==> src/rtl/sram_ctrl_pkg.sv <==
`timescale 1ns/1ps
package sram_ctrl_pkg;

  typedef enum logic [2:0] {
    ST_IDLE,
    ST_RD_ADDR,
    ST_RD_OE,
    ST_RD_CAP,
    ST_WR_SETUP,
    ST_WR_PULSE,
    ST_WR_REC
  } ctrl_state_e;

  // ceiling of ns / clk_ns, never below one cycle
  function automatic int ns_to_cyc(int ns, int clk_ns);
    int c;
    c = (ns + clk_ns - 1) / clk_ns;
    if (c < 1) c = 1;
    return c;
  endfunction

  function automatic int max2(int a, int b);
    return (a > b) ? a : b;
  endfunction

endpackage

==> src/rtl/sram_phase_timer.sv <==
`timescale 1ns/1ps
module sram_phase_timer #(
  parameter int CNT_W = 4
) (
  input  logic             clk,
  input  logic             rst_n,
  input  logic             load,
  input  logic [CNT_W-1:0] load_val,
  output logic             last
);

  logic [CNT_W-1:0] cnt;

  always_ff @(posedge clk or negedge rst_n) begin
    if (!rst_n) begin
      cnt <= '0;
    end else if (load) begin
      cnt <= load_val;
    end else if (cnt != '0) begin
      cnt <= cnt - 1'b1;
    end
  end

  assign last = (cnt == CNT_W'(1));

endmodule

==> src/rtl/sram_pin_ctrl.sv <==
`timescale 1ns/1ps
module sram_pin_ctrl
  import sram_ctrl_pkg::*;
#(
  parameter int ADDR_W = 17,
  parameter int DATA_W = 8
) (
  input  logic              clk,
  input  logic              rst_n,
  input  ctrl_state_e       nxt_state,
  input  logic              latch,
  input  logic [ADDR_W-1:0] addr_in,
  input  logic [DATA_W-1:0] wdata_in,
  output logic [ADDR_W-1:0] ram_addr,
  output logic [DATA_W-1:0] ram_dq_out,
  output logic              ram_dq_oe,
  output logic              ram_ce1_n,
  output logic              ram_ce2,
  output logic              ram_oe_n,
  output logic              ram_we_n
);

  logic sel_nxt, oe_nxt, we_nxt;

  always_comb begin
    sel_nxt = (nxt_state != ST_IDLE);
    oe_nxt  = (nxt_state == ST_RD_OE) || (nxt_state == ST_RD_CAP);
    we_nxt  = (nxt_state == ST_WR_PULSE);
  end

  // strobes registered from the next state so pins switch with the state
  always_ff @(posedge clk or negedge rst_n) begin
    if (!rst_n) begin
      ram_ce1_n <= 1'b1;
      ram_ce2   <= 1'b0;
      ram_oe_n  <= 1'b1;
      ram_we_n  <= 1'b1;
      ram_dq_oe <= 1'b0;
    end else begin
      ram_ce1_n <= !sel_nxt;
      ram_ce2   <= sel_nxt;
      ram_oe_n  <= !oe_nxt;
      ram_we_n  <= !we_nxt;
      ram_dq_oe <= we_nxt;
    end
  end

  always_ff @(posedge clk or negedge rst_n) begin
    if (!rst_n) begin
      ram_addr   <= '0;
      ram_dq_out <= '0;
    end else if (latch) begin
      ram_addr   <= addr_in;
      ram_dq_out <= wdata_in;
    end
  end

  // bus driven only under a write strobe with outputs disabled
  p_drive_in_pulse_r6: assert property (@(posedge clk) disable iff (!rst_n)
    ram_dq_oe |-> (!ram_we_n && ram_oe_n));

  // write strobe only while the part is selected
  p_we_selected_r7: assert property (@(posedge clk) disable iff (!rst_n)
    !ram_we_n |-> (!ram_ce1_n && ram_ce2));

  // output enable and write enable never low together
  p_oe_we_excl_r7: assert property (@(posedge clk) disable iff (!rst_n)
    !(!ram_oe_n && !ram_we_n));

endmodule

==> src/rtl/sram_rd_capture.sv <==
`timescale 1ns/1ps
module sram_rd_capture #(
  parameter int DATA_W = 8
) (
  input  logic              clk,
  input  logic              rst_n,
  input  logic              capture,
  input  logic [DATA_W-1:0] dq_in,
  output logic              rsp_valid,
  output logic [DATA_W-1:0] rsp_rdata
);

  always_ff @(posedge clk or negedge rst_n) begin
    if (!rst_n) begin
      rsp_valid <= 1'b0;
      rsp_rdata <= '0;
    end else begin
      rsp_valid <= capture;
      if (capture) rsp_rdata <= dq_in;
    end
  end

  // response strobe lasts a single cycle
  p_rsp_pulse_r5: assert property (@(posedge clk) disable iff (!rst_n)
    rsp_valid |=> !rsp_valid);

endmodule

==> src/rtl/sram_async_ctrl.sv <==
`timescale 1ns/1ps
module sram_async_ctrl
  import sram_ctrl_pkg::*;
#(
  parameter int ADDR_W   = 17,
  parameter int DATA_W   = 8,
  parameter int CLK_NS   = 5,
  parameter int T_RC_NS  = 70,
  parameter int T_AA_NS  = 70,
  parameter int T_OE_NS  = 25,
  parameter int T_OHZ_NS = 15,
  parameter int T_WC_NS  = 70,
  parameter int T_WP_NS  = 35,
  parameter int T_AW_NS  = 35,
  parameter int T_DS_NS  = 25
) (
  input  logic              clk,
  input  logic              rst_n,
  input  logic              req_valid,
  output logic              req_ready,
  input  logic              req_write,
  input  logic [ADDR_W-1:0] req_addr,
  input  logic [DATA_W-1:0] req_wdata,
  output logic              rsp_valid,
  output logic [DATA_W-1:0] rsp_rdata,
  output logic [ADDR_W-1:0] ram_addr,
  output logic [DATA_W-1:0] ram_dq_out,
  output logic              ram_dq_oe,
  input  logic [DATA_W-1:0] ram_dq_in,
  output logic              ram_ce1_n,
  output logic              ram_ce2,
  output logic              ram_oe_n,
  output logic              ram_we_n
);

  // read: address phase + output-enable phase + one capture cycle
  localparam int RD_OE_CYC   = ns_to_cyc(T_OE_NS, CLK_NS);
  localparam int RD_TOT_CYC  = ns_to_cyc(max2(T_RC_NS, T_AA_NS), CLK_NS);
  localparam int RD_ADDR_CYC = max2(1, RD_TOT_CYC - RD_OE_CYC - 1);
  // write: bus release wait, strobe, recovery to full cycle length
  localparam int WR_SETUP_CYC = ns_to_cyc(T_OHZ_NS, CLK_NS);
  localparam int WR_PULSE_CYC = max2(max2(ns_to_cyc(T_WP_NS, CLK_NS),
                                          ns_to_cyc(T_DS_NS, CLK_NS)),
                                     ns_to_cyc(T_AW_NS, CLK_NS) - WR_SETUP_CYC);
  localparam int WR_REC_CYC   = max2(1, ns_to_cyc(T_WC_NS, CLK_NS)
                                        - WR_SETUP_CYC - WR_PULSE_CYC);
  localparam int MAX_CYC = max2(max2(RD_ADDR_CYC, RD_OE_CYC),
                                max2(max2(WR_SETUP_CYC, WR_PULSE_CYC), WR_REC_CYC));
  localparam int CNT_W   = $clog2(MAX_CYC + 1);

  ctrl_state_e      state, nxt;
  logic             ph_last, ph_load, accept;
  logic [CNT_W-1:0] ph_len;

  assign req_ready = (state == ST_IDLE);
  assign accept    = req_ready && req_valid;

  always_comb begin
    nxt = state;
    unique case (state)
      ST_IDLE:     if (req_valid) nxt = req_write ? ST_WR_SETUP : ST_RD_ADDR;
      ST_RD_ADDR:  if (ph_last) nxt = ST_RD_OE;
      ST_RD_OE:    if (ph_last) nxt = ST_RD_CAP;
      ST_RD_CAP:   nxt = ST_IDLE;
      ST_WR_SETUP: if (ph_last) nxt = ST_WR_PULSE;
      ST_WR_PULSE: if (ph_last) nxt = ST_WR_REC;
      ST_WR_REC:   if (ph_last) nxt = ST_IDLE;
      default:     nxt = ST_IDLE;
    endcase
  end

  always_comb begin
    unique case (nxt)
      ST_RD_ADDR:  ph_len = CNT_W'(RD_ADDR_CYC);
      ST_RD_OE:    ph_len = CNT_W'(RD_OE_CYC);
      ST_RD_CAP:   ph_len = CNT_W'(1);
      ST_WR_SETUP: ph_len = CNT_W'(WR_SETUP_CYC);
      ST_WR_PULSE: ph_len = CNT_W'(WR_PULSE_CYC);
      ST_WR_REC:   ph_len = CNT_W'(WR_REC_CYC);
      default:     ph_len = '0;
    endcase
  end

  assign ph_load = (nxt != state);

  always_ff @(posedge clk or negedge rst_n) begin
    if (!rst_n) state <= ST_IDLE;
    else        state <= nxt;
  end

  sram_phase_timer #(.CNT_W(CNT_W)) u_timer (
    .clk      (clk),
    .rst_n    (rst_n),
    .load     (ph_load),
    .load_val (ph_len),
    .last     (ph_last)
  );

  sram_pin_ctrl #(.ADDR_W(ADDR_W), .DATA_W(DATA_W)) u_pins (
    .clk        (clk),
    .rst_n      (rst_n),
    .nxt_state  (nxt),
    .latch      (accept),
    .addr_in    (req_addr),
    .wdata_in   (req_wdata),
    .ram_addr   (ram_addr),
    .ram_dq_out (ram_dq_out),
    .ram_dq_oe  (ram_dq_oe),
    .ram_ce1_n  (ram_ce1_n),
    .ram_ce2    (ram_ce2),
    .ram_oe_n   (ram_oe_n),
    .ram_we_n   (ram_we_n)
  );

  sram_rd_capture #(.DATA_W(DATA_W)) u_cap (
    .clk       (clk),
    .rst_n     (rst_n),
    .capture   (state == ST_RD_CAP),
    .dq_in     (ram_dq_in),
    .rsp_valid (rsp_valid),
    .rsp_rdata (rsp_rdata)
  );

  // ---- checks guarding pin sequencing ----
  logic [CNT_W-1:0] oe_hi_cnt;
  always_ff @(posedge clk or negedge rst_n) begin
    if (!rst_n)                                 oe_hi_cnt <= CNT_W'(WR_SETUP_CYC);
    else if (!ram_oe_n)                         oe_hi_cnt <= '0;
    else if (oe_hi_cnt != CNT_W'(WR_SETUP_CYC)) oe_hi_cnt <= oe_hi_cnt + 1'b1;
  end

  // drive starts only after the release window has elapsed
  p_turnaround_r9: assert property (@(posedge clk) disable iff (!rst_n)
    $rose(ram_dq_oe) |-> (oe_hi_cnt >= CNT_W'(WR_SETUP_CYC)));

  // idle means standby
  p_standby_idle_r10: assert property (@(posedge clk) disable iff (!rst_n)
    req_ready |-> (ram_ce1_n && !ram_ce2));

  // address held while the part stays selected
  p_addr_hold_r4: assert property (@(posedge clk) disable iff (!rst_n)
    (!ram_ce1_n && $past(!ram_ce1_n)) |-> $stable(ram_addr));

  // the two selects always agree
  p_select_pair_r3: assert property (@(posedge clk) disable iff (!rst_n)
    ram_ce1_n == !ram_ce2);

endmodule

==> config.mk <==
export PLATFORM = sky130hd
export DESIGN_NAME = sram_async_ctrl
export DESIGN_NICKNAME = d
export VERILOG_FILES = /design/src/rtl/sram_ctrl_pkg.sv /design/src/rtl/sram_phase_timer.sv /design/src/rtl/sram_pin_ctrl.sv /design/src/rtl/sram_rd_capture.sv /design/src/rtl/sram_async_ctrl.sv
export SDC_FILE = /design/constraint.sdc
export NUM_CORES = 1
export LEC_CHECK = 0
export BUFFER_PORTS_ARGS = -buffer_cell sky130_fd_sc_hd__buf_2
export CORE_UTILIZATION = 30
export CTS_CLUSTER_SIZE = 20
export DETAILED_ROUTE_END_ITERATION = 12
export PLACE_DENSITY = 0.55
export SETUP_SLACK_MARGIN = 0.1
export SLEW_MARGIN = 15
export SYNTH_ARGS = -nofsm -noshare
export SYNTH_HDL_FRONTEND = slang
export SYNTH_HIERARCHICAL = 1
export SYNTH_SLANG_ARGS = --single-unit
==> constraint.sdc <==
create_clock -name clk -period 2 [get_ports clk]
set_input_delay 0.3 -clock clk [delete_from_list [all_inputs] [get_ports clk]]
set_output_delay 0.3 -clock clk [all_outputs]
set_load 0.01 [all_outputs]
==> impl_metrics.py <==
metrics = {
    "detailed_routing": {
        "vias_per_cell": 4.287,
        "route.detailed.wl_per_inst_um": 12.61,
        "drtIter0Drc": 13,
        "drcViolationCount": 0,
        "detail-route-antenna-nets": 0,
        "finalWirelength_um": 4173,
        "first_pass_iters": 4,
        "vias": 1419,
    },
    "yosys": {
        "yosysTopAreaCellShare_pct": 50.47,
        "synth_top_family_by_area": "multiplexers",
        "synth.avg_cell_area_um2": 14.50,
        "synth.area.mux_share_pct": 23.36,
        "synthXorXnorAreaFrac_pct": 1.643,
        "yosysUniqueCellTypes": 39,
        "synthesis.area_um2": 2132,
        "ys_ff_latch": 46,
        "yosys_warnings": 6,
        "synth-simple-area-share_pct": 7.629,
        "synthCells": 147,
        "synth_fp_nets": 187,
        "synth_fa_ha_area_share_pct": 1.761,
        "synthTopCellsByArea": "dfrtp_1, mux2_4, dfstp_2",
        "yosysTopAreaCell": "dfrtp_1",
        "seq_area_frac_synth_pct": 54.17,
        "synth_compound_area_share_pct": 5.810,
    },
    "hold_path": {
        "min_from": "ram_dq_in[7]",
        "hp-class": "input pin to flip-flop",
    },
    "critical_path": {
        "cp.required_ns": 2.18,
        "timing.rr.start": "u_timer/cnt[1]",
        "crit_top_cell": "a21oi_1",
        "start_kind": "flip-flop",
        "path_buf_inv": 2,
        "cp-end-kind": "flip-flop",
        "crit_path_start": "u_timer/cnt[1]",
        "critPathMaxStageDelay_ns": 0.40,
        "crit_family": "compound AO/OA/AOI/OAI gates",
        "crit_type": "flip-flop to flip-flop",
        "cp_cell_sequence": "inv_2, ha_2, nor3b_4, nand2b_4, a21oi_1, a21oi_1, buf_4, nor3_1, a221o_1",
        "crit_path_top_delay_cell": "dfrtp_1",
        "cp_data_arrival_time_ns": 1.99,
        "crit_fanout": 7,
    },
    "timing": {
        "rsz0062_at_grt": "false",
        "clock_skew_ns": 0.004356,
        "setup_viol": 0,
        "post-route-min-period_ns": 1.812,
        "post-route-period-util_pct": 90.61,
        "max_freq_mhz": 551.8,
        "worst_pin_slew_ns": 0.5335,
        "maxSlewHeadroom_pct": 64.43,
        "setup_tns_ns": 0,
        "hold_viol_final": 0,
        "slew_violations": 0,
    },
    "clocking": {
        "cts_max_level": 2,
        "path_clk_slew_ns": 0.08,
        "cts_max_path_buffers": 2,
        "clockRootBuffer": "clkbuf_8",
        "insertion_delay_ns": 0.29,
        "clock-sinks": 46,
        "cts_tree": "done",
        "cts_buffers": 5,
    },
    "status": {
        "status": "completed",
    },
    "final_layout": {
        "area_growth_pct": 30.52,
        "nets": 274,
        "drive_above_1_share_pct": 61.28,
        "fillers": 674,
        "multi_input_area_um2": 883.3,
        "register_area_um2": 1155,
        "diodes": 0,
    },
    "die": {
        "die-area_um2": 7448,
        "start_util_pct": 31.21,
        "core.rowCount": 30,
        "fp.dieW_um": 86.30,
        "coreArea_um2": 6832,
        "die_y_um": 86.30,
        "io-pin-count": 77,
    },
    "pwr": {
        "total_power_mw": 4.206,
        "power.density_nw_per_um2": 1511,
        "worst_ir_drop_vdd_mv": 0.3967,
        "p_leak_nw": 1.383,
    },
    "global_routing": {
        "grt.busiest_layer": "met2",
        "use_met1_pct": 15.48,
        "global_route.usage.met3_pct": 3.714,
        "grt_use_met2_pct": 17.46,
        "grt_max_degree": 25,
        "overflow": 0,
        "antenna_found_initial": 0,
        "grt_pass1_vias": 1340,
        "grt_usage_pct": 11.40,
        "grt_first_pass_wirelength_um": 6561,
    },
    "run": {
        "max-cap-violations": 0,
    },
    "placement": {
        "gp_congestion": 0.7596,
        "dpl.hpwl_um": 3038,
        "io_buffers": 76,
    },
}
[kinds of logic (layout without fill, tap and decap cells)]
logic type	count (synthesis)	in the layout
DFF	46	46
muxes	35	35
and+or+nand+nor	26	26
AOI/OAI and AO/OA	19	19
buffers and inverters	14	102
xor gates and xnor gates	4	4
adders and majority gates	3	3
[cell usage after synthesis (all sizes together)]
| library cell | number |
|---|---|
| nand2 | 6 |
| a32oi | 1 |
| mux2i | 1 |
| inv | 5 |
| buf | 9 |
| a221o | 1 |
| a31oi | 1 |
| mux2 | 34 |
| o22ai | 3 |
| xor2 | 2 |
| a21boi | 1 |
| nor2 | 4 |
| nand3 | 1 |
| nor3 | 3 |
| a21oi | 5 |
| o31ai | 1 |
| dfstp | 3 |
| or3 | 2 |
| ha | 3 |
| xnor2 | 2 |
| or2 | 1 |
| o21ai | 4 |
| nor3b | 4 |
| nand2b | 2 |
| a21o | 1 |
| and3 | 1 |
| o2bb2ai | 1 |
| dfrtp | 43 |
| nand3b | 1 |
| and3b | 1 |
[sequential cells by signal, summed over array words and instances, names as in the netlist]
register,count
u_pins/ram_we_n,1
u_pins/ram_ce2,1
u_pins/ram_addr,17
u_cap/rsp_rdata,8
u_timer/cnt,4
u_pins/ram_oe_n,1
u_pins/ram_dq_oe,1
u_pins/ram_ce1_n,1
state,3
u_pins/ram_dq_out,8
u_cap/rsp_valid,1
[cell usage in the layout, fill, tap and decap left out, drive strengths merged, types with 2 or more instances in the layout]
master  count
xnor2       2
dfrtp      43
dfstp       3
nand2b      2
o21ai       4
xor2        2
inv         5
clkinv      2
clkbuf      5
nand2       6
or3         2
buf        88
nor3        3
ha          3
o22ai       3
nor3b       4
nor2        4
mux2       34
a21oi       5
[layer usage]
layer | share of wire [%] | wire, µm
met1 | 48 | 2023
met2 | 43 | 1810
met3 | 7.1 | 295
met4 | 1.0 | 43
met5 | 0 | 0
[where the power goes]
part	leakage [nW]	switching (mW)	total [mW]	internal [mW]
combinational	0.758	0.844	1.94	1.10
sequential	0.567	0.254	1.60	1.34
clock	0.0579	0.302	0.669	0.368
total	1.38	1.40	4.21	2.81
[cell type report]
type | count | area share (%)
Timing Repair Buffer | 89 | 17.85
Sequential cell | 46 | 41.50
Inverter | 5 | 0.6745
Clock inverter | 3 | 1.439
Multi-Input combinational cell | 87 | 31.74
Tap cell | 96 | 4.317
Clock buffer | 5 | 2.473
[path summary, 6_finish.rpt]
kind	to	slack [ns]	depth (start not counted)
max in group asynchronous	u_pins/ram_addr[9]	0.90	3
worst min-delay path	u_cap/rsp_rdata[7]	0.23	2
worst max register to register	u_timer/cnt[3]	0.19	9
min in group asynchronous	u_pins/ram_dq_out[7]	0.52	2
worst min register to register	u_pins/ram_addr[3]	0.51	1
worst max-delay path	u_timer/cnt[3]	0.19	9
[per-stage QoR]
step | utilization, % | setup WS [ns] | cells | area [µm²] | hold slack [ns]
after global routing | 40.73 | 0.09691 | 331 | 2783 | 0.2118
after global placement | 38.30 | 0.1232 | 319 | 2616 | 0.3152
after detailed placement | 38.30 | 0.05100 | 319 | 2616 | 0.3141
after CTS | 40.11 | 0.1189 | 328 | 2740 | 0.2202
after floorplan | - | 0.1376 | 147 | 2132 | 0.004409
final | 40.73 | 0.1878 | 331 | 2783 | 0.2330
[timing repair]
| action | in CTS | in global routing |
|---|---|---|
| resized for setup | 1 | 5 |
| endpoints found under the hold margin | 19 | 0 |
| endpoints found under the setup margin | 2 | 3 |
| hold buffers | 1 | 0 |
| buffers inserted | 0 | 3 |
| pin swaps | 0 | 2 |
No activity file was read; power rests on OpenSTA's default activity.
